--- config.mk ---
export PLATFORM = sky130hd
export DESIGN_NAME = slow_half_port
export DESIGN_NICKNAME = d
export VERILOG_FILES = /design/src/rtl/spt_pkg.sv /design/src/rtl/spt_ctl_sampler.sv /design/src/rtl/spt_in_latch.sv /design/src/rtl/spt_out_word.sv /design/src/rtl/slow_half_port.sv
export SDC_FILE = /design/constraint.sdc
export NUM_CORES = 1
export LEC_CHECK = 0
export CELL_PAD_IN_SITES_DETAIL_PLACEMENT = 1
export CELL_PAD_IN_SITES_GLOBAL_PLACEMENT = 2
export CORE_ASPECT_RATIO = 1.2
export CORE_UTILIZATION = 30
export CTS_BUF_LIST = sky130_fd_sc_hd__clkbuf_16
export DETAILED_ROUTE_END_ITERATION = 10
export DONT_BUFFER_PORTS = 1
export PLACE_DENSITY = 0.65
export SYNTH_ARGS = -nofsm -noshare
export SYNTH_HDL_FRONTEND = slang
export SYNTH_SLANG_ARGS = --single-unit
--- constraint.sdc ---
create_clock -name clk_i -period 1.5 [get_ports clk_i]
set_input_delay 0.075 -clock clk_i [delete_from_list [all_inputs] [get_ports clk_i]]
set_output_delay 0.075 -clock clk_i [all_outputs]
set_load 0.005 [all_outputs]
--- src/rtl/spt_pkg.sv ---
package spt_pkg;
  localparam int unsigned HALF_W_DEF = 16;
  localparam int unsigned N_HALF     = 2;

  typedef enum logic {
    EDGE_FALL = 1'b0,
    EDGE_RISE = 1'b1
  } edge_mode_e;

  typedef enum logic [0:0] {
    HALF_Y = 1'b0,
    HALF_X = 1'b1
  } half_e;
endpackage

--- src/rtl/spt_ctl_sampler.sv ---
module spt_ctl_sampler
  import spt_pkg::*;
(
  input  logic clk_i,
  input  logic rst_ni,
  input  logic wide_i,
  input  logic edge_rise_i,
  input  logic ctl_hi_i,
  input  logic ctl_lo_i,
  output logic ld_y_o,
  output logic ld_x_o
);
  logic hi_q, lo_q, seen_q;
  logic trans_now, trans_prev, bg_now, hit;
  edge_mode_e mode;

  assign mode = edge_mode_e'(edge_rise_i);

  always_ff @(posedge clk_i or negedge rst_ni) begin
    if (!rst_ni) begin
      hi_q   <= 1'b0;
      lo_q   <= 1'b0;
      seen_q <= 1'b0;
    end else begin
      hi_q   <= ctl_hi_i;
      lo_q   <= ctl_lo_i;
      seen_q <= 1'b1;
    end
  end

  always_comb begin
    if (mode == EDGE_RISE) begin
      trans_now  = ctl_lo_i;
      trans_prev = lo_q;
      bg_now     = ctl_hi_i;
    end else begin
      trans_now  = ctl_hi_i;
      trans_prev = hi_q;
      bg_now     = ctl_lo_i;
    end
  end

  // first edge after reset has no valid prior sample
  assign hit    = seen_q & wide_i & bg_now & (trans_now ^ trans_prev);
  assign ld_y_o = hit & ~trans_now;
  assign ld_x_o = hit &  trans_now;
endmodule

--- src/rtl/spt_in_latch.sv ---
module spt_in_latch
  import spt_pkg::*;
#(
  parameter int unsigned HALF_W = HALF_W_DEF,
  localparam int unsigned WORD_W = HALF_W * N_HALF
) (
  input  logic              clk_i,
  input  logic              rst_ni,
  input  logic [N_HALF-1:0] ld_i,
  input  logic [HALF_W-1:0] d_i,
  output logic [WORD_W-1:0] q_o,
  output logic              wr_ok_o
);
  logic [N_HALF-1:0] got_q;

  for (genvar h = 0; h < N_HALF; h++) begin : g_half
    logic [HALF_W-1:0] half_q;
    always_ff @(posedge clk_i or negedge rst_ni) begin
      if (!rst_ni)      half_q <= '0;
      else if (ld_i[h]) half_q <= d_i;
    end
    assign q_o[h*HALF_W +: HALF_W] = half_q;
  end

  // Y starts a new pair, X completes it
  always_ff @(posedge clk_i or negedge rst_ni) begin
    if (!rst_ni) begin
      got_q <= '0;
    end else if (ld_i[HALF_Y]) begin
      got_q         <= '0;
      got_q[HALF_Y] <= 1'b1;
    end else if (ld_i[HALF_X]) begin
      got_q[HALF_X] <= 1'b1;
    end
  end

  assign wr_ok_o = &got_q;

  assert_y_load_R2: assert property (@(posedge clk_i) disable iff (!rst_ni)
    ld_i[HALF_Y] |=> q_o[HALF_W-1:0] == $past(d_i));
  assert_x_load_R3: assert property (@(posedge clk_i) disable iff (!rst_ni)
    ld_i[HALF_X] |=> q_o[WORD_W-1:HALF_W] == $past(d_i));
  assert_hold_R6: assert property (@(posedge clk_i) disable iff (!rst_ni)
    (ld_i == '0) |=> $stable(q_o));
  assert_pair_ready_R7: assert property (@(posedge clk_i) disable iff (!rst_ni)
    $rose(wr_ok_o) |-> $past(ld_i[HALF_X]));
endmodule

--- src/rtl/spt_out_word.sv ---
module spt_out_word
  import spt_pkg::*;
#(
  parameter int unsigned HALF_W = HALF_W_DEF,
  localparam int unsigned WORD_W = HALF_W * N_HALF
) (
  input  logic              clk_i,
  input  logic              rst_ni,
  input  logic              wide_i,
  input  logic              slow_rd_i,
  input  logic              half_sel_i,
  input  logic              out_en_i,
  input  logic [WORD_W-1:0] word_i,
  output logic [HALF_W-1:0] data_o,
  output logic              drive_o
);
  logic [WORD_W-1:0] word_q;
  logic              rd_q;
  logic              grab;
  half_e             sel;

  assign grab = wide_i & slow_rd_i & ~rd_q;
  assign sel  = half_e'(half_sel_i);

  always_ff @(posedge clk_i or negedge rst_ni) begin
    if (!rst_ni) begin
      rd_q   <= 1'b0;
      word_q <= '0;
    end else begin
      rd_q <= slow_rd_i;
      if (grab) word_q <= word_i;
    end
  end

  // half select bypasses the clock
  assign drive_o = slow_rd_i & out_en_i & wide_i;
  always_comb begin
    data_o = '0;
    if (drive_o) data_o = word_q[sel*HALF_W +: HALF_W];
  end

  assert_rd_hold_R8: assert property (@(posedge clk_i) disable iff (!rst_ni)
    (slow_rd_i && rd_q) |=> $stable(word_q));
  assert_rd_grab_R8: assert property (@(posedge clk_i) disable iff (!rst_ni)
    (wide_i && slow_rd_i && !rd_q) |=> word_q == $past(word_i));
endmodule

--- src/rtl/slow_half_port.sv ---
module slow_half_port
  import spt_pkg::*;
#(
  parameter int unsigned HALF_W = HALF_W_DEF,
  localparam int unsigned WORD_W = HALF_W * N_HALF
) (
  input  logic              clk_i,
  input  logic              rst_ni,
  input  logic              wide_i,
  input  logic              edge_rise_i,
  input  logic              ctl_hi_i,
  input  logic              ctl_lo_i,
  input  logic [HALF_W-1:0] bus_data_i,
  input  logic              slow_rd_i,
  input  logic              half_sel_i,
  input  logic              out_en_i,
  input  logic [WORD_W-1:0] rd_word_i,
  output logic [WORD_W-1:0] latch_o,
  output logic              wr_ok_o,
  output logic [HALF_W-1:0] bus_data_o,
  output logic              drive_o
);
  logic [N_HALF-1:0] ld;

  spt_ctl_sampler u_sampler (
    .clk_i       (clk_i),
    .rst_ni      (rst_ni),
    .wide_i      (wide_i),
    .edge_rise_i (edge_rise_i),
    .ctl_hi_i    (ctl_hi_i),
    .ctl_lo_i    (ctl_lo_i),
    .ld_y_o      (ld[HALF_Y]),
    .ld_x_o      (ld[HALF_X])
  );

  spt_in_latch #(.HALF_W(HALF_W)) u_in (
    .clk_i   (clk_i),
    .rst_ni  (rst_ni),
    .ld_i    (ld),
    .d_i     (bus_data_i),
    .q_o     (latch_o),
    .wr_ok_o (wr_ok_o)
  );

  spt_out_word #(.HALF_W(HALF_W)) u_out (
    .clk_i      (clk_i),
    .rst_ni     (rst_ni),
    .wide_i     (wide_i),
    .slow_rd_i  (slow_rd_i),
    .half_sel_i (half_sel_i),
    .out_en_i   (out_en_i),
    .word_i     (rd_word_i),
    .data_o     (bus_data_o),
    .drive_o    (drive_o)
  );

  assert_no_stray_load_R4: assert property (@(posedge clk_i) disable iff (!rst_ni)
    !wide_i |=> $stable(latch_o));
endmodule

==> results_dict.tcl <==
set metrics [dict create \
    run_status "complete, but fails checks" \
    failed_checks "negative hold slack" \
    ys_seq_elements 70 \
    crit_arrival_ns 1.62 \
    critPathMaxFanout 18 \
    cts_num_sinks 70 \
    drive_above_1_share_pct 32.0 \
    antenna_cells 0 \
    die_area_mm2 0.0101 \
    drt-total-wl_mm 6.45 \
    postPlaceCellArea_mm2 0.00308 \
    synth.avg_cell_area_um2 15.1 \
    grt_overflow 0 \
    drt_first_iter_violations 45 \
    grt_antenna_before_repair 0 \
    synth_seq_area_share_pct 60.3 \
    syn-cell-area_mm2 0.00291 \
    worst_setup_path_end_kind "register" \
    rows 39 \
    wire_length_of_the_first_global_routing_pass_mm 10.4 \
    postLayoutCoreUtil_pct 41.0 \
    die_w_um 91.8 \
    timing.critical_path.required_ns 1.70 \
    floorplan.die.height_um 110 \
    maximum_achievable_frequency_ghz 0.709 \
    path_clk_slew_ns 0.06 \
    fin_total_pwr_mw 5.25 \
    start_util_pct 30.7 \
    synth-warning-count 0 \
    first_pass_detailed_route_iteration_total 2 \
    dp.final_hpwl_mm 4.12 \
    setup_violations 0 \
    mappedNetlistNets 249 \
    min_period_over_period_pct 94.1 \
    cts-root-buf "clkbuf_16" \
    cts_tree "yes" \
    worst_r2r_path_depth 4 \
    cts.repair_timing.setup_buffer_count 0 \
    r2r_end "u_in.g_half[0].half_q[10]$_DFFE_PN0P_" \
    route.detailed.drc 0 \
    final_cells 379 \
    crit_type "reg2reg" \
    area.growth.synth_to_final_pct 33.5 \
    p_per_area_mw_per_mm2 1350 \
    avgViaCountPerCell 4.69 \
    tritoncts_buffers 9 \
    stdcell_area_mm2 0.00388 \
    route.vias.total 1776 \
    critical_path.reg2reg.startpoint "u_sampler.lo_q$_DFF_PN0_" \
    fillerInstances 984 \
    worst_hold_slack_across_all_endpoints_ns -0.560 \
    total_leakage_power_nw 1.69 \
    nets 308 \
    grt_pass1_vias 2039 \
    number_of_hold_repair_buffers_added_at_the_cts_stage 52 \
    placed_cells 311 \
    drv_cap 0 \
    globalplace.congestion 0.686 \
    post_synth_inst_count 192 \
    reg2reg_slack_ns 0.09 \
    cts-htree-levels 3 \
    ctsResizeCount 0 \
    worst_clock_skew_ns 0.00509 \
    detail_route.wl_per_cell_um 17.0 \
    hold_path_class "in2async" \
    finalMaxSlewViolations 0 \
    clkLatencyLatePin_ns 0.32 \
    crit_path_start_kind "register" \
    post_synth_num_cell_types 25 \
    final_period_minus_worst_setup_slack_ns 1.41 \
    ir_worst_vdd_mv 0.611 \
    longest_clk_path_bufs 2 \
    groute.usage.overall_pct 13.8 \
    floorplan.core_area_mm2 0.00947 \
    final.setup.tns_ns 0 \
    grt_start_max_net_pins 71 \
    final_hold_violation_count 70 \
    detail-route-antenna-nets 0 \
    port_buffers 0 \
    io-pin-count 107 \
    grt_setup_unrepaired "no" \
]
-- cell usage in the layout, fill, tap and decap left out, types with 2 or more instances in the layout --
| master | netlist | final |
|---|---|---|
| dfrtp_1 | 70 | 70 |
| mux2_2 | 56 | 56 |
| dlygate4sd3_1 | 0 | 52 |
| mux2i_1 | 17 | 17 |
| nor2_1 | 16 | 16 |
| clkbuf_16 | 0 | 9 |
| mux2_4 | 8 | 8 |
| clkinv_1 | 0 | 4 |
| buf_12 | 0 | 3 |
| inv_1 | 1 | 2 |
| a21oi_1 | 2 | 2 |
-- state kept, by name (all words and copies together), names as in the netlist --
register            cells
u_in.g_half.half_q     32
u_out.word_q           32
u_in.got_q              2
u_out.rd_q              1
u_sampler.hi_q          1
u_sampler.lo_q          1
u_sampler.seen_q        1
-- worst max-delay path: stages (launching register included) --
cell	delay [ns]
dfrtp_1	0.38
nand4b_1	0.17
a21oi_4	0.20
buf_12	0.18
mux2_2	0.34
-- synthesized netlist by cell type, drive strengths merged --
cell type | number | area share, %
nor3b | 1 | 0.26
buf | 7 | 1.6
and3 | 1 | 0.22
inv | 1 | 0.13
dfrtp | 70 | 60
and2 | 1 | 0.22
nand3b | 1 | 0.26
clkbuf | 1 | 0.13
nand4b | 1 | 0.30
nand2 | 1 | 0.13
nor2 | 16 | 2.1
a21oi | 3 | 0.90
mux2 | 64 | 26
nand3 | 2 | 0.52
nand4bb | 1 | 0.39
mux2i | 17 | 5.9
or2 | 1 | 0.22
conb | 1 | 0.13
nand4 | 1 | 0.22
xor2 | 1 | 0.30
-- worst max path at each step --
| stage | from | end | slack, ns | cells past startpoint |
|---|---|---|---|---|
| floorplan | u_sampler.lo_q$_DFF_PN0_ | u_in.g_half[0].half_q[2]$_DFFE_PN0P_ | 0.09 | 4 |
| global placement | u_sampler.lo_q$_DFF_PN0_ | u_in.g_half[0].half_q[11]$_DFFE_PN0P_ | 0.14 | 4 |
| detailed placement | u_sampler.lo_q$_DFF_PN0_ | u_in.g_half[0].half_q[11]$_DFFE_PN0P_ | 0.08 | 4 |
| CTS | u_sampler.lo_q$_DFF_PN0_ | u_in.g_half[0].half_q[11]$_DFFE_PN0P_ | 0.07 | 4 |
| global route | u_sampler.lo_q$_DFF_PN0_ | u_in.g_half[0].half_q[10]$_DFFE_PN0P_ | 0.0005 | 4 |
| finish | u_sampler.lo_q$_DFF_PN0_ | u_in.g_half[0].half_q[10]$_DFFE_PN0P_ | 0.09 | 4 |
-- kinds of logic after synthesis --
| family | Yosys count | share of synthesized area, % |
|---|---|---|
| AO/OA/AOI/OAI | 3 | 0.905 |
| AND/OR/NAND/NOR | 27 | 4.78 |
| buffers and inverters | 9 | 1.89 |
| XOR/XNOR | 1 | 0.302 |
| multiplexers | 81 | 31.7 |
| flip-flops | 70 | 60.3 |
| other | 1 | 0.129 |
-- cell type report --
type                    count  area (um^2)  area share [%]
clock buffers               9          225            5.81
multi-input cells         113         1100            28.3
clock inverters             7         56.3            1.45
repair buffers             56          588            15.2
inverters                   1         3.75          0.0968
flip-flops and latches     70         1750            45.2
well taps                 123          154            3.97
-- power breakdown --
group          internal, mW  switching [mW]  total [mW]
logic                 0.484           0.196       0.680
clock network          1.26           0.742        2.00
registers              2.30           0.274        2.57
-- stage by stage --
step / hold WS (ns) / worst slack, ns
6_report: -0.560 / 0.0891
3_3_place_gp: -0.219 / 0.142
3_5_place_dp: -0.219 / 0.0804
4_1_cts: -0.576 / 0.0724
2_1_floorplan: -0.221 / 0.0904
5_1_grt: -0.582 / 0.000526
-- layer usage --
layer	wire length [um]	up-vias	track usage [%]
met4	116	0	6.36
met2	3160	78	23.0
li1	-	795	-
met5	0	-	0
met3	593	13	5.81
met1	2580	890	15.4
Note: power is estimated with default switching activity, not from simulation.
